## src/rtl/uart_rxq_pkg.sv

```systemverilog
package uart_rxq_pkg;

  localparam int RXQ_DATA_W = 8;

  typedef struct packed {
    logic                  err;
    logic                  ovr;
    logic                  brk;
    logic                  frm;
    logic                  par;
    logic [RXQ_DATA_W-1:0] data;
  } rxq_word_t;

  localparam int RXQ_WORD_W = $bits(rxq_word_t);

  // Assemble the stored word; a break replaces the character, the last slot
  // carries the overrun marking.
  function automatic rxq_word_t rxq_build(input logic [RXQ_DATA_W-1:0] data,
                                          input logic par,
                                          input logic frm,
                                          input logic brk,
                                          input logic last_slot);
    rxq_word_t w;
    w.data = brk ? '0 : data;
    w.par  = brk ? 1'b0 : par;
    w.frm  = brk | frm;
    w.brk  = brk;
    w.ovr  = last_slot;
    w.err  = w.par | w.frm | w.brk | w.ovr;
    return w;
  endfunction

endpackage

```

## src/rtl/rxq_storage.sv

```systemverilog
module rxq_storage #(
  parameter  int DEPTH  = 32,
  parameter  int WORD_W = 13,
  localparam int PTR_W  = $clog2(DEPTH),
  localparam int CNT_W  = $clog2(DEPTH + 1)
) (
  input  logic              clk,
  input  logic              rst_n,
  input  logic              clr,
  input  logic              wr_en,
  input  logic [WORD_W-1:0] wr_word,
  input  logic              rd_en,
  output logic [WORD_W-1:0] head_word,
  output logic [CNT_W-1:0]  occ
);

  logic [WORD_W-1:0] mem_q [DEPTH];
  logic [PTR_W-1:0]  wr_ptr_q, wr_ptr_d;
  logic [PTR_W-1:0]  rd_ptr_q, rd_ptr_d;
  logic [CNT_W-1:0]  occ_q, occ_d;

  always_comb begin
    wr_ptr_d = wr_ptr_q;
    rd_ptr_d = rd_ptr_q;
    occ_d    = occ_q;
    if (clr) begin
      wr_ptr_d = '0;
      rd_ptr_d = '0;
      occ_d    = '0;
    end else begin
      if (wr_en) begin
        wr_ptr_d = (wr_ptr_q == PTR_W'(DEPTH - 1)) ? '0 : wr_ptr_q + 1'b1;
      end
      if (rd_en) begin
        rd_ptr_d = (rd_ptr_q == PTR_W'(DEPTH - 1)) ? '0 : rd_ptr_q + 1'b1;
      end
      unique case ({wr_en, rd_en})
        2'b10:   occ_d = occ_q + CNT_W'(1);
        2'b01:   occ_d = occ_q - CNT_W'(1);
        default: occ_d = occ_q;
      endcase
    end
  end

  always_ff @(posedge clk or negedge rst_n) begin
    if (!rst_n) begin
      wr_ptr_q <= '0;
      rd_ptr_q <= '0;
      occ_q    <= '0;
    end else begin
      wr_ptr_q <= wr_ptr_d;
      rd_ptr_q <= rd_ptr_d;
      occ_q    <= occ_d;
    end
  end

  // Storage array carries no reset; an entry is only read after it is written.
  always_ff @(posedge clk) begin
    if (wr_en && !clr) begin
      mem_q[wr_ptr_q] <= wr_word;
    end
  end

  assign head_word = mem_q[rd_ptr_q];
  assign occ       = occ_q;

  assert_occ_bound_R8: assert property (@(posedge clk) disable iff (!rst_n)
    occ_q <= CNT_W'(DEPTH));
  assert_no_write_full_R5: assert property (@(posedge clk) disable iff (!rst_n)
    wr_en |-> (occ_q != CNT_W'(DEPTH)));
  assert_no_read_empty_R7: assert property (@(posedge clk) disable iff (!rst_n)
    rd_en |-> (occ_q != '0));

endmodule

```

## src/rtl/rxq_flags.sv

```systemverilog
module rxq_flags #(
  parameter int CNT_W = 6
) (
  input  logic             clk,
  input  logic             rst_n,
  input  logic             clr,
  input  logic             push,
  input  logic             pop,
  input  logic [CNT_W-1:0] occ_after,
  input  logic [CNT_W-1:0] trig,
  input  logic             ovr_set,
  input  logic             brk_set,
  input  logic             age_set,
  input  logic [2:0]       sts_clr,
  output logic             rdy,
  output logic             ovr,
  output logic             brk,
  output logic             age
);

  logic rdy_q, rdy_d;
  logic ovr_q, ovr_d;
  logic brk_q, brk_d;
  logic age_q, age_d;

  always_comb begin
    rdy_d = rdy_q;
    if (clr) begin
      rdy_d = 1'b0;
    end else if (push && (occ_after >= trig)) begin
      rdy_d = 1'b1;
    end else if (pop && (occ_after < trig)) begin
      rdy_d = 1'b0;
    end
    ovr_d = ovr_set | (ovr_q & ~sts_clr[0]);
    brk_d = brk_set | (brk_q & ~sts_clr[1]);
    age_d = age_set | (age_q & ~sts_clr[2]);
  end

  always_ff @(posedge clk or negedge rst_n) begin
    if (!rst_n) begin
      rdy_q <= 1'b0;
      ovr_q <= 1'b0;
      brk_q <= 1'b0;
      age_q <= 1'b0;
    end else begin
      rdy_q <= rdy_d;
      ovr_q <= ovr_d;
      brk_q <= brk_d;
      age_q <= age_d;
    end
  end

  assign rdy = rdy_q;
  assign ovr = ovr_q;
  assign brk = brk_q;
  assign age = age_q;

  assert_brk_sticky_R4: assert property (@(posedge clk) disable iff (!rst_n)
    brk_set |=> brk_q);
  assert_ovr_sticky_R5: assert property (@(posedge clk) disable iff (!rst_n)
    ovr_set |=> ovr_q);
  assert_hold_without_clear_R11: assert property (@(posedge clk) disable iff (!rst_n)
    (ovr_q && !sts_clr[0]) |=> ovr_q);
  assert_rdy_cleared_R12: assert property (@(posedge clk) disable iff (!rst_n)
    clr |=> !rdy_q);

endmodule

```

## src/rtl/rxq_age_timer.sv

```systemverilog
module rxq_age_timer #(
  parameter  int AGE_CHARS = 8,
  parameter  int DIV_W     = 16,
  localparam int AGE_W     = DIV_W + $clog2(AGE_CHARS + 1)
) (
  input  logic             clk,
  input  logic             rst_n,
  input  logic             run,
  input  logic             restart,
  input  logic [DIV_W-1:0] char_cycles,
  output logic             fire
);

  logic [AGE_W-1:0] limit;
  logic [AGE_W-1:0] cnt_q, cnt_d;
  logic             enabled;
  logic             at_limit;

  assign limit    = AGE_W'(char_cycles) * AGE_W'(AGE_CHARS);
  assign enabled  = (char_cycles != '0);
  assign at_limit = (cnt_q == limit);

  always_comb begin
    cnt_d = cnt_q;
    fire  = 1'b0;
    if (!run || restart || !enabled) begin
      cnt_d = '0;
    end else if (!at_limit) begin
      cnt_d = cnt_q + AGE_W'(1);
      fire  = (cnt_d == limit);
    end
  end

  always_ff @(posedge clk or negedge rst_n) begin
    if (!rst_n) begin
      cnt_q <= '0;
    end else begin
      cnt_q <= cnt_d;
    end
  end

  assert_one_shot_R10: assert property (@(posedge clk) disable iff (!rst_n)
    fire |=> !fire);
  assert_restart_zero_R9: assert property (@(posedge clk) disable iff (!rst_n)
    restart |=> !fire);

endmodule

```

## src/rtl/uart_rx_buffer.sv

```systemverilog
module uart_rx_buffer
  import uart_rxq_pkg::*;
#(
  parameter  int DEPTH     = 32,
  parameter  int AGE_CHARS = 8,
  parameter  int DIV_W     = 16,
  localparam int CNT_W     = $clog2(DEPTH + 1)
) (
  input  logic                  clk,
  input  logic                  rst_n,
  input  logic                  soft_clr,
  input  logic                  rx_en,
  input  logic                  in_valid,
  output logic                  in_ready,
  input  logic [RXQ_DATA_W-1:0] in_data,
  input  logic                  in_par_err,
  input  logic                  in_frm_err,
  input  logic                  brk_evt,
  input  logic [CNT_W-1:0]      trig_lvl,
  input  logic [DIV_W-1:0]      char_cycles,
  input  logic                  rd_pop,
  output logic [RXQ_WORD_W-1:0] rd_word,
  output logic                  rx_empty,
  output logic                  rx_rdy,
  output logic                  ovr_sts,
  output logic                  brk_sts,
  output logic                  age_sts,
  input  logic [2:0]            sts_clr
);

  logic [CNT_W-1:0]      occ;
  logic [CNT_W-1:0]      occ_after;
  logic [RXQ_WORD_W-1:0] head_word;
  rxq_word_t             new_word;
  logic                  full, empty, last_slot;
  logic                  brk_push, data_push, wr_en, pop_en, ovr_set;
  logic                  age_run, age_restart, age_fire;

  assign full      = (occ == CNT_W'(DEPTH));
  assign empty     = (occ == '0);
  assign last_slot = (occ == CNT_W'(DEPTH - 1));

  assign in_ready  = rx_en && !full && !brk_evt && !soft_clr;
  assign data_push = in_valid && in_ready;
  assign brk_push  = brk_evt && !soft_clr;
  assign wr_en     = (data_push || brk_push) && !full;
  assign ovr_set   = brk_push && full;
  assign pop_en    = rd_pop && !empty && !soft_clr;

  assign new_word  = rxq_build(in_data, in_par_err, in_frm_err, brk_push, last_slot);

  always_comb begin
    occ_after = occ;
    if (wr_en && !pop_en) begin
      occ_after = occ + CNT_W'(1);
    end else if (pop_en && !wr_en) begin
      occ_after = occ - CNT_W'(1);
    end
  end

  rxq_storage #(
    .DEPTH  (DEPTH),
    .WORD_W (RXQ_WORD_W)
  ) storage_i (
    .clk       (clk),
    .rst_n     (rst_n),
    .clr       (soft_clr),
    .wr_en     (wr_en),
    .wr_word   (new_word),
    .rd_en     (pop_en),
    .head_word (head_word),
    .occ       (occ)
  );

  rxq_flags #(
    .CNT_W (CNT_W)
  ) flags_i (
    .clk       (clk),
    .rst_n     (rst_n),
    .clr       (soft_clr),
    .push      (wr_en),
    .pop       (pop_en),
    .occ_after (occ_after),
    .trig      (trig_lvl),
    .ovr_set   (ovr_set),
    .brk_set   (brk_evt),
    .age_set   (age_fire),
    .sts_clr   (sts_clr),
    .rdy       (rx_rdy),
    .ovr       (ovr_sts),
    .brk       (brk_sts),
    .age       (age_sts)
  );

  assign age_run     = !empty && !rx_rdy && !soft_clr;
  assign age_restart = wr_en || pop_en;

  rxq_age_timer #(
    .AGE_CHARS (AGE_CHARS),
    .DIV_W     (DIV_W)
  ) age_i (
    .clk         (clk),
    .rst_n       (rst_n),
    .run         (age_run),
    .restart     (age_restart),
    .char_cycles (char_cycles),
    .fire        (age_fire)
  );

  assign rd_word  = empty ? '0 : head_word;
  assign rx_empty = empty;

  assert_rdy_after_push_R6: assert property (@(posedge clk) disable iff (!rst_n)
    (wr_en && !soft_clr && (occ_after >= trig_lvl)) |=> rx_rdy);
  assert_age_quiet_R10: assert property (@(posedge clk) disable iff (!rst_n)
    (rx_empty || rx_rdy) |=> !$rose(age_sts));
  assert_soft_clear_R12: assert property (@(posedge clk) disable iff (!rst_n)
    soft_clr |=> (rx_empty && !rx_rdy));
  assert_full_blocks_input_R1: assert property (@(posedge clk) disable iff (!rst_n)
    full |-> !in_ready);

endmodule

```

## config.mk

```make
export PLATFORM = sky130hd
export DESIGN_NAME = uart_rx_buffer
export DESIGN_NICKNAME = d
export VERILOG_FILES = /design/src/rtl/uart_rxq_pkg.sv /design/src/rtl/rxq_storage.sv /design/src/rtl/rxq_flags.sv /design/src/rtl/rxq_age_timer.sv /design/src/rtl/uart_rx_buffer.sv
export SDC_FILE = /design/constraint.sdc
export NUM_CORES = 1
export LEC_CHECK = 0
export ABC_AREA = 1
export CAP_MARGIN = 10
export CORE_MARGIN = 4
export CORE_UTILIZATION = 34
export DETAILED_ROUTE_END_ITERATION = 12
export PLACE_DENSITY = 0.5
export SLEW_MARGIN = 20
export SYNTH_ARGS = -nofsm -noshare
export SYNTH_HDL_FRONTEND = slang
export SYNTH_SLANG_ARGS = --single-unit
```

## constraint.sdc

```tcl
create_clock -name clk -period 4.2 [get_ports clk]
set_clock_uncertainty 0.15 [all_clocks]
set_input_delay 0.63 -clock clk [delete_from_list [all_inputs] [get_ports clk]]
set_output_delay 0.63 -clock clk [all_outputs]
set_load 0.02 [all_outputs]
```

; ---- After elaboration in Yosys (flattened, before gate mapping)
; Memory sizes are Yosys's and may differ from the RTL's.
; Index checks and enable logic that the tools add are counted.
[word_totals]
reg_bits = 40
n_memories = 1
ramBits = 416
inputBits = 42
[classes]
n_reduce_logical = 35
addsub = 5
magnitude_cmp = 2
bitwise_logic = 13
muxes = 22
n_eq_ne = 9
[mem_list]
columns = name, depth, word_bits, read_ports, rd_ports_with_merged_regs, write_ports, line
row1 = storage_i.mem_q, 32, 13, 1, 0, 1, rxq_storage.sv:17  ; logic [WORD_W-1:0] mem_q [DEPTH];
[ops]
columns = cell, n
row1 = $eq A20 B19 Y1, 2
row2 = $mux W20, 2
row3 = $mux W5, 6
row4 = $add A20 B1 Y20 const B, 1
row5 = $mux W6, 3
row6 = $logic_and A1 B1 Y1, 16
row7 = $reduce_bool A16 Y1, 1
row8 = $mux W13, 1
row9 = $pmux W6 S2, 1
row10 = $add A5 B1 Y5 const B, 2
row11 = $eq A5 B5 Y1 const B, 2
row12 = $logic_not A1 Y1, 9
row13 = $mux W1, 8
row14 = $mux W8, 1
row15 = $or A1 B1 Y1, 7
row16 = $add A6 B1 Y6 const B, 1
row17 = $eq A6 B5 Y1 const B, 1
row18 = $eq A6 B6 Y1 const B, 1
row19 = $ge A6 B6 Y1, 1
row20 = $logic_not A6 Y1, 1
row21 = $lt A6 B6 Y1, 1
row22 = $reduce_bool A3 Y1, 2
row23 = $sub A6 B1 Y6 const B, 1
row24 = $logic_or A1 B1 Y1, 4
row25 = 6 further kinds, 11

; ---- Logic depth before layout (Yosys ltp)
; Gate-level depths: netlist (run 1).
[depth]
word_depth = 17
mapped_depth = 19
depth_no_buf = 19

; ---- Modules after synthesis
; From an unflattened synthesis (run 1), not the netlist that was laid out.
[hier_totals]
cells_unflattened = 1965
hier_area_um2 = 20519.7
[modules_own_cells]
columns = module, seq_area_each_um2, area_each_um2, n_inst, cells_each
row1 = rxq_storage, 12892.4, 17621.9, 1, 1472
row2 = rxq_age_timer, 500.5, 1840.5, 1, 314
row3 = uart_rx_buffer, 0.0, 721.9, 1, 133
row4 = rxq_flags, 100.1, 335.3, 1, 46

; ---- Worst setup path before layout (run 1)
; No wires, ideal clock.
[synth_path]
path_type = flip-flop to flip-flop
from = register storage_i.occ_q[1] (netlist: storage_i.occ[1])
to = memory storage_i.mem_q[0][12] (data pin)
setup_slack_ns = 1.272
t_arrival_ns = 2.500
setup_time_ns = 0.278
required_time_ns = 3.772
synth_period_minus_slack_ns = 2.928
path_stages_with_launch = 6
n_path_buf = 0
cell_sequence = dfrtp_1 > ha_1 > nand3_1 > nor3_1 > nor2_1 > nand2_1
[synth_lines]
columns = item, line
row1 = "start, declared", rxq_storage.sv:20  ; logic [CNT_W-1:0] occ_q, occ_d;
row2 = "start signal, assigned", rxq_storage.sv:49  ; occ_q <= '0;
row3 = "start signal, assigned", rxq_storage.sv:53  ; occ_q <= occ_d;
row4 = "end, declared", rxq_storage.sv:17

; ---- Final worst setup path (run 1)
[layout_path]
from = register storage_i.rd_ptr_q[0]
to = output port rd_word[11]
[layout_between]
elab_chain_len = 2
[layout_rtl]
columns = item, line
row1 = "start, declared", rxq_storage.sv:19  ; logic [PTR_W-1:0] rd_ptr_q, rd_ptr_d;
row2 = "start signal, assigned", rxq_storage.sv:52  ; rd_ptr_q <= rd_ptr_d;
row3 = $mem_v2 Z32 W13, -
row4 = $mux W13, uart_rx_buffer.sv:110  ; assign rd_word = empty ? '0 : head_word;
row5 = "end, declared", uart_rx_buffer.sv:22  ; output logic [RXQ_WORD_W-1:0] rd_word,
; No other way between the ends.

==> results of run 1 <==
-- state kept, by name, summed over array words and instances, names as in the netlist --
name / flops
flags_i.rdy: 1
flags_i.ovr: 1
storage_i.mem_q: 416
storage_i.wr_ptr_q: 5
flags_i.age: 1
storage_i.occ: 6
storage_i.rd_ptr_q: 5
flags_i.brk: 1
age_i.cnt_q: 20
-- cells in the final DEF (no fill, tap or decap), drive strengths merged, types with 7 or more instances in the layout --
master / Yosys / layout
o22ai: 45 / 45
ha: 18 / 18
nand4: 7 / 7
o211ai: 42 / 42
inv: 90 / 89
nand3: 68 / 68
xnor2: 7 / 7
nor3: 12 / 12
clkdlybuf4s50: 0 / 55
buf: 45 / 75
dfrtp: 40 / 40
nand2: 142 / 142
o21ai: 248 / 248
a21oi: 34 / 34
clkinv: 1 / 29
clkbuf: 52 / 62
o221ai: 39 / 39
nor2: 388 / 388
xor2: 17 / 17
edfxtp: 416 / 416
-- worst max path at each step --
stage	startpoint	endpoint	cells past startpoint
after detailed placement	storage_i.rd_ptr_q[0]	rd_word[12]	10
after global placement	storage_i.rd_ptr_q[0]	rd_word[0]	11
final	storage_i.rd_ptr_q[0]	rd_word[11]	9
after floorplan	storage_i.occ[1]	storage_i.mem_q[0][12]	5
after CTS	storage_i.rd_ptr_q[0]	rd_word[11]	10
after global routing	storage_i.rd_ptr_q[0]	rd_word[11]	10
-- worst min-delay path, delay by kind of cell, from the launching register on --
family / cells / cell delay (ns)
flops: 1 / 0.34
simple gates: 2 / 0.11
-- what timing repair did --
item | CTS | global route
pin swaps | 0 | 0
endpoints found under the hold margin | 0 | 40
cloned | 0 | 1
setup endpoints to repair | 1 | 11
resized for setup | 1 | 8
hold buffers | 0 | 1
buffers inserted | 0 | 1
-- cell families after synthesis --
family                   Yosys count  synth area share (%)
adder cells (fa/ha/maj)           18                 1.138
AND/OR/NAND/NOR                  623                 13.41
buffers and inverters            188                 4.046
AO/OA/AOI/OAI                    411                 12.06
XOR/XNOR                          25                 1.176
flip-flops                       456                 68.17
-- routing by layer --
metal  global-route usage [%]  up-vias  part of all wire (%)
li1                         -     6334                     -
met1                    24.83     6618                    48
met2                    25.85      369                    45
met3                    2.735       67                   5.8
met4                    4.128        0                   1.9
met5                        0        -                     0
-- where the power goes --
group | total (mW) | internal (mW) | switching [mW]
clock network | 4.14 | 2.32 | 1.82
logic | 2.05 | 0.697 | 1.36
registers | 5.09 | 5.03 | 0.0590
-- Yosys cell counts, drive strengths merged --
cell type / count
inv: 90
o21a: 1
o211ai: 42
ha: 18
nor3: 12
xnor3: 1
edfxtp: 416
and2: 1
o21ai: 248
nand4: 7
dfrtp: 40
a21oi: 34
xor2: 17
o21bai: 1
nand3b: 2
nand3: 68
or2: 3
a21boi: 1
nor2: 388
clkbuf: 52
nand2: 142
buf: 45
o22ai: 45
xnor2: 7
clkinv: 1
o221ai: 39
-- through the flow --
| stage | instance area, um^2 | worst slack [ns] | hold slack (ns) |
|---|---|---|---|
| floorplan | 19790 | 1.272 | 0.1844 |
| global placement | 21610 | 0.5956 | 0.3153 |
| detailed placement | 21620 | 0.6266 | 0.3281 |
| CTS | 23160 | 0.01747 | 0.05708 |
| global route | 23230 | 0.006163 | 0.3886 |
| finish | 23230 | 0.1644 | 0.3368 |
-- area by class of cell --
| type | count | area share, % |
|---|---|---|
| Clock buffer | 61 | 5.564 |
| Timing Repair Buffer | 136 | 5.785 |
| Sequential cell | 456 | 58.11 |
| Multi-Input combinational cell | 1077 | 23.86 |
| Tap cell | 765 | 4.121 |
| Inverter | 91 | 1.530 |
| Clock inverter | 30 | 1.029 |
==> impl_metrics.py, run 1 <==
metrics = {
    "logic_synthesis": {
        "yosysSeqAreaShare_pct": 68.17,
        "syn_avg_cell_area_um2": 11.50,
        "yosysTopAreaCell": "edfxtp_1",
        "synth.distinct_cells": 41,
        "netlist_instances": 1721,
        "synth-seq-cells": 456,
        "syn-num-nets": 1781,
        "syn_area_mm2": 0.01979,
        "synth.area.top_cells": "edfxtp_1 (63%), nor2_1 (7.1%), o21ai_0 (5.7%)",
        "yosys_warnings": 0,
        "synth.top_cell.area_share_pct": 63.11,
    },
    "cells_and_area": {
        "finish.utilization_pct": 40.26,
        "seqCellArea_mm2": 0.01350,
        "n_antenna_cell": 0,
        "fin_nets": 1872,
        "drive_above_1_share_pct": 10.80,
        "syn2layout_area_growth_pct": 17.36,
        "multi_input_area_mm2": 0.005542,
        "nFillCells": 5597,
        "fin_cells": 2616,
    },
    "floorplan": {
        "die_y_um": 249.3,
        "dieArea_mm2": 0.06214,
        "start_util_pct": 34.31,
        "io_pins": 61,
        "placementRows": 88,
        "die_w_um": 249.3,
        "core_mm2": 0.05770,
    },
    "setup_path": {
        "path_buf_inv": 3,
        "reg2reg_slack_ns": 1.22,
        "crit_chain": "clkinv_8 > buf_12 > o21ai_0 > o211ai_1 > o211ai_1 > o21ai_1 > nor2_1 > nor2_1 > clkdlybuf4s50_1",
        "worstPathMaxFanout": 43,
        "worstSetupPathType": "register to primary output",
        "critPathMaxStageDelay_ns": 0.68,
        "worstPathArrival_ns": 3.26,
        "cp.required_ns": 3.42,
        "crit_slowest_cell": "clkdlybuf4s50_1",
        "reg2reg_depth": 17,
        "critical-path-top-delay-family": "buffers and inverters",
        "reg2reg_from": "storage_i.occ[0]",
        "end_kind": "primary output",
        "r2r-end": "flags_i.rdy",
        "start_kind": "register",
    },
    "placed_design": {
        "routabilityCongestion": 0.8127,
        "port_buffers": 60,
        "dp_cells": 2522,
        "hpwl_um": 31900,
    },
    "clock_tree": {
        "clk_pin_slew_ns": 0.06,
        "cts_tree": "built",
        "cts.sinks": 456,
        "cts_htree_levels": 2,
        "root_buffer": "clkbuf_16",
        "clk_latency_ns": 0.60,
        "clk_path_buf_depth": 3,
        "cts_buffers": 50,
    },
    "grt": {
        "grt_pass1_vias": 13000,
        "grt_antenna_before_repair": 0,
        "overflow": 0,
        "grt.total_usage_pct": 16.75,
        "grt_pass1_wl_um": 81210,
        "grt_max_degree": 141,
    },
    "timing": {
        "slew_headroom_pct": 35.53,
        "clock.fmax_mhz": 247.8,
        "setup_viol": 0,
        "period_needed_ns": 4.036,
        "hold_violations": 0,
        "worst_pin_slew_ns": 0.9656,
        "setup_tns_ns": 0,
        "rsz0062_at_grt": "false",
        "finalMaxSlewViolations": 0,
        "layout_worst_path_cycle_share_pct": 96.08,
    },
    "min_path": {
        "hold_end": "flags_i.age",
        "hold_start": "flags_i.age",
        "holdCritPathClass": "register to register",
        "hold_depth": 2,
    },
    "drt": {
        "firstDrtPassIters": 5,
        "routed_wl_um": 53920,
        "avgRoutedWirePerCell_um": 20.61,
        "drc": 0,
        "antenna_left": 0,
        "via_count": 13390,
        "drt_iter0_drc": 1063,
        "via_per_inst": 5.118,
    },
    "power_and_ir_drop": {
        "power.density_mw_per_mm2": 485.7,
        "power.leakage_nw": 8.041,
        "vdd_drop_max_mv": 0.3544,
        "power.total_mw": 11.28,
    },
    "outcome": {
        "status": "completed",
    },
    "flow_run": {
        "drv_cap": 0,
    },
}
Note: power is estimated with default switching activity, not from simulation.
==> inputs of run 2 (changes only) <==
clock period = 4.7 ns   (was 4.2 ns; I/O delays follow)
==> run 2 against run 1 <==
Core utilization hardly changed. Routed wire length is 1.9% lower. First-iteration DRC count is 2.1% lower. Critical endpoint is now rd_word[1]. Power decreased by 9.6%.
==> impl_metrics.py, run 2 (synthesized netlist as in run 1, its figures left out) <==
metrics = {
    "drt": {
        "firstDrtPassIters": 5,
        "drc": 0,
        "routed_wl_um": 52920,
        "antenna_left": 0,
        "via_count": 13220,
        "avgRoutedWirePerCell_um": 20.23,
        "via_per_inst": 5.052,
        "drt_iter0_drc": 1041,
    },
    "floorplan": {
        "dieArea_mm2": 0.06214,
        "io_pins": 61,
        "die_w_um": 249.3,
        "start_util_pct": 34.31,
        "core_mm2": 0.05770,
        "placementRows": 88,
        "die_y_um": 249.3,
    },
    "setup_path": {
        "worstPathArrival_ns": 3.50,
        "worstPathMaxFanout": 40,
        "start_kind": "register",
        "cp.required_ns": 3.85,
        "end_kind": "primary output",
        "worstSetupPathType": "register to primary output",
    },
    "power_and_ir_drop": {
        "power.leakage_nw": 8.015,
        "vdd_drop_max_mv": 0.3049,
        "power.density_mw_per_mm2": 439.4,
    },
    "cells_and_area": {
        "nFillCells": 5519,
        "final_cell_mix": "edfxtp_1 (416), nor2_1 (367), o21ai_0 (227), nand2_1 (132), inv_1 (81)",
        "fin_cells": 2616,
        "syn2layout_area_growth_pct": 17.24,
        "fin_nets": 1873,
        "top_register": "storage_i.mem_q",
        "n_antenna_cell": 0,
        "final_common_cell": "edfxtp_1",
        "drive_above_1_share_pct": 11.18,
        "largest_reg_flops": 416,
    },
    "clock_tree": {
        "clk_latency_ns": 0.58,
        "cts_tree": "built",
        "cts_buffers": 49,
        "root_buffer": "clkbuf_16",
        "cts.sinks": 456,
        "clk_path_buf_depth": 3,
        "cts_htree_levels": 2,
        "clk_pin_slew_ns": 0.06,
    },
    "timing": {
        "setup_ws_ns": 0.3465,
        "worst_pin_slew_ns": 0.9297,
        "finalMaxSlewViolations": 0,
        "setup_viol": 0,
        "period_needed_ns": 4.353,
        "layout_worst_path_cycle_share_pct": 92.63,
        "rsz0062_at_grt": "false",
        "setup_tns_ns": 0,
        "hold_violations": 0,
        "clock.fmax_mhz": 229.7,
        "slew_headroom_pct": 37.93,
    },
    "grt": {
        "grt_pass1_wl_um": 80940,
        "grt_antenna_before_repair": 0,
        "grt_max_degree": 162,
        "grt_pass1_vias": 13120,
        "overflow": 0,
        "grt.total_usage_pct": 16.66,
    },
    "placed_design": {
        "dp_cells": 2526,
        "hpwl_um": 31720,
        "pre_cts_slack_ns": 0.9640,
        "routabilityCongestion": 0.8233,
        "port_buffers": 60,
    },
    "min_path": {
        "holdCritPathClass": "register to register",
    },
    "outcome": {
        "status": "completed",
    },
    "flow_run": {
        "drv_cap": 0,
    },
}
## run 2: changes by cell type in the layout (fill, tap and decap cells not counted), sizes merged
| cell | delta |
|---|---|
| inv | +4 |
| clkbuf | +3 |
| buf | +3 |
| clkinv | -15 |
| dlymetal6s2s | -4 |
| clkdlybuf4s50 | +4 |
| bufinv | +4 |
| clkinvlp | +1 |
## run 2: what timing repair did
| action | CTS | global route |
|---|---|---|
| buffers inserted | 0 | 0 |
| hold buffers | 0 | 1 |
| hold endpoints to repair | 0 | 6 |
| gates resized for setup | 0 | 0 |
## run 2: critical path, stage by stage (launching register included)
cell and delay (ns):
dfrtp_2 0.43, clkinv_2 0.21, buf_4 0.46, o21ai_0 0.17, o221ai_1 0.23, nand3_1 0.20, nand3_1 0.15, nand2_1 0.06
nor2_1 0.29, clkdlybuf4s50_1 0.68
## run 2: power by group
part	leakage (nW)	total [mW]	switching, mW	internal (mW)
Clock	0.782	3.89	1.60	2.28
Sequential	4.25	4.54	0.0438	4.49
Combinational	2.99	1.77	1.19	0.579
## run 2: final cells by class
type | instances | area (um^2) | area share [%]
sequential | 456 | 13500 | 58.17
timing repair buffer | 138 | 1274 | 5.489
inverter | 91 | 347.8 | 1.499
tap | 765 | 957.2 | 4.125
multi-input combinational | 1077 | 5527 | 23.82
clock inverter | 24 | 304.0 | 1.310
clock buffer | 65 | 1296 | 5.586
## run 2: layer usage
layer	global-route usage (%)	wire length, um
met1	23.78	24710
met2	26.77	24430
met3	2.746	2846
met4	4.080	930
met5	0	0
## run 2: final timing paths
path                                       start                    end  slack (ns)  depth (start not counted)
setup / recovery           storage_i.rd_ptr_q[1]             rd_word[1]        0.35                          9
hold / removal                       flags_i.age            flags_i.age        0.34                          2
setup reg to reg                storage_i.occ[0]            flags_i.rdy        1.66                         17
hold reg to reg                      flags_i.age            flags_i.age        0.34                          2
max in group asynchronous                  rst_n  storage_i.rd_ptr_q[0]        3.41                          2
min in group asynchronous                  rst_n         age_i.cnt_q[3]        0.51                          2
## run 2: stage by stage
stage / total power [mW] / area, um^2 / hold WS (ns) / utilization (%)
global route: 10.68 / 23200 / 0.3670 / 40.22
global placement: 6.394 / 21590 / 0.3149 / 37.42
detailed placement: 6.404 / 21590 / 0.3259 / 37.42
floorplan: 5.761 / 19790 / 0.2594 / -
finish: 10.20 / 23200 / 0.3372 / 40.22
CTS: 10.32 / 23190 / 0.1538 / 40.20
==> inputs of run 3 (changes only) <==
CTS_CLUSTER_SIZE = 14   (was default)
==> run 3 against run 2 <==
Count of clock-buffer cells in the layout did not move. Final area did not move. Hold slack worse by 0.0013 ns. Largest power group unchanged. Sequential share of layout area unchanged. Flip-flop and latch count unchanged. First-iteration DRC count rose by 1.9%. Critical endpoint unchanged. Fmax fell by 0.41%. Register-to-register slack about the same.
==> impl_metrics.py, run 3 (synthesized netlist as in run 1, its figures left out) <==
metrics = {
    "drt": {
        "via_per_inst": 5.044,
        "via_count": 13200,
        "antenna_left": 0,
        "routed_wl_um": 53000,
        "avgRoutedWirePerCell_um": 20.26,
        "drc": 0,
        "drt_iter0_drc": 1061,
        "firstDrtPassIters": 6,
    },
    "cells_and_area": {
        "fin_nets": 1873,
        "multi_input_area_mm2": 0.005527,
        "fin_area_mm2": 0.02320,
        "final_common_cell": "edfxtp_1",
        "n_antenna_cell": 0,
        "seqCellArea_mm2": 0.01350,
        "largest_reg_flops": 416,
        "top_register": "storage_i.mem_q",
        "final_cell_mix": "edfxtp_1 (416), nor2_1 (367), o21ai_0 (227), nand2_1 (132), inv_1 (81)",
        "syn2layout_area_growth_pct": 17.24,
        "fin_cells": 2616,
        "nFillCells": 5520,
        "drive_above_1_share_pct": 11.18,
    },
    "setup_path": {
        "critPathMaxStageDelay_ns": 0.69,
        "path_buf_inv": 3,
        "path_common_cell": "nand3_1",
        "worstSetupPathType": "register to primary output",
        "start_kind": "register",
        "cp.required_ns": 3.85,
        "reg2reg_slack_ns": 1.65,
        "r2r-end": "flags_i.rdy",
        "crit_chain": "clkinv_2 > buf_4 > o21ai_0 > o221ai_1 > nand3_1 > nand3_1 > nand2_1 > nor2_1 > clkdlybuf4s50_1",
        "reg2reg_from": "storage_i.occ[0]",
        "end_kind": "primary output",
        "reg2reg_depth": 17,
        "worstPathArrival_ns": 3.52,
        "worstPathMaxFanout": 40,
        "critical-path-top-delay-family": "buffers and inverters",
        "crit_slowest_cell": "clkdlybuf4s50_1",
    },
    "grt": {
        "grt_pass1_vias": 13120,
        "grt.total_usage_pct": 16.67,
        "grt_pass1_wl_um": 80950,
        "grt_max_degree": 162,
        "overflow": 0,
        "grt_antenna_before_repair": 0,
    },
    "floorplan": {
        "placementRows": 88,
        "dieArea_mm2": 0.06214,
        "die_w_um": 249.3,
        "core_mm2": 0.05770,
        "die_y_um": 249.3,
        "start_util_pct": 34.31,
        "io_pins": 61,
    },
    "timing": {
        "layout_worst_path_cycle_share_pct": 93.01,
        "finalMaxSlewViolations": 0,
        "rsz0062_at_grt": "false",
        "slew_headroom_pct": 39.00,
        "period_needed_ns": 4.372,
        "setup_tns_ns": 0,
        "clock.fmax_mhz": 228.8,
        "worst_pin_slew_ns": 0.9137,
        "setup_viol": 0,
        "hold_violations": 0,
        "hold_slack_ns": 0.3359,
    },
    "power_and_ir_drop": {
        "power.leakage_nw": 8.015,
        "power.density_mw_per_mm2": 439.5,
        "vdd_drop_max_mv": 0.3058,
    },
    "clock_tree": {
        "clk_pin_slew_ns": 0.06,
        "clk_path_buf_depth": 3,
        "post_cts_resized": 0,
        "cts.sinks": 456,
        "cts_buffers": 49,
        "clk_latency_ns": 0.58,
        "post_cts_buffers": 0,
        "cts_tree": "built",
        "root_buffer": "clkbuf_16",
        "cts_htree_levels": 2,
    },
    "placed_design": {
        "routabilityCongestion": 0.8233,
        "dp_cells": 2526,
        "hpwl_um": 31720,
        "postPlaceCellArea_mm2": 0.02159,
        "port_buffers": 60,
    },
    "min_path": {
        "hold_end": "flags_i.age",
        "hold_start": "flags_i.age",
        "hold_depth": 2,
        "holdCritPathClass": "register to register",
    },
    "flow_run": {
        "drv_cap": 0,
    },
    "outcome": {
        "status": "completed",
    },
}
run 3: worst register-to-register path: cells and delay by family, from the launching register on:
family	cells	cell delay, ns
AOI/OAI and AO/OA	5	0.63
adders and majority gates	2	0.49
buffers and inverters	2	0.21
DFF	1	0.40
and+or+nand+nor	8	1.06
run 3: worst max-delay path by stage:
stage                             endpoint                   from  cells past startpoint  slack [ns]
floorplan           storage_i.mem_q[0][12]       storage_i.occ[1]                      5        1.77
global placement                rd_word[4]  storage_i.rd_ptr_q[0]                     10        0.97
detailed placement              rd_word[1]  storage_i.rd_ptr_q[1]                      9        0.96
CTS                             rd_word[1]  storage_i.rd_ptr_q[0]                      8        0.33
global route                    rd_word[1]  storage_i.rd_ptr_q[0]                      8        0.13
finish                          rd_word[1]  storage_i.rd_ptr_q[1]                      9        0.33
run 3: area by class of cell:
type                            count  share of cell area (%)
Clock buffer                       65                   5.586
Tap cell                          765                   4.125
Inverter                           91                   1.499
Timing Repair Buffer              138                   5.489
Clock inverter                     24                   1.310
Sequential cell                   456                   58.17
Multi-Input combinational cell   1077                   23.82
run 3: report_power, final:
group	leakage (nW)	switching, mW	total, mW	internal, mW
Clock	0.782	1.61	3.89	2.28
Sequential	4.25	0.0438	4.54	4.49
Combinational	2.99	1.19	1.77	0.579
run 3: layer usage:
metal | GRT usage, % | routed length (um) | up-vias
li1 | - | - | 6335
met1 | 23.79 | 24930 | 6460
met5 | 0 | 0 | -
met2 | 26.77 | 24370 | 328
met4 | 4.080 | 966 | 0
met3 | 2.746 | 2745 | 72
run 3: metrics by stage:
step / setup slack [ns] / power, mW / util, %
2_1_floorplan: 1.772 / 5.761 / -
3_3_place_gp: 0.9689 / 6.394 / 37.42
3_5_place_dp: 0.9640 / 6.404 / 37.42
4_1_cts: 0.3285 / 10.32 / 40.20
5_1_grt: 0.1271 / 10.68 / 40.22
6_report: 0.3285 / 10.20 / 40.22
run 3: what timing repair did:
| action | in CTS | in global routing |
|---|---|---|
| setup endpoints to repair | 0 | 0 |
| hold buffers | 0 | 1 |
| hold endpoints to repair | 0 | 6 |
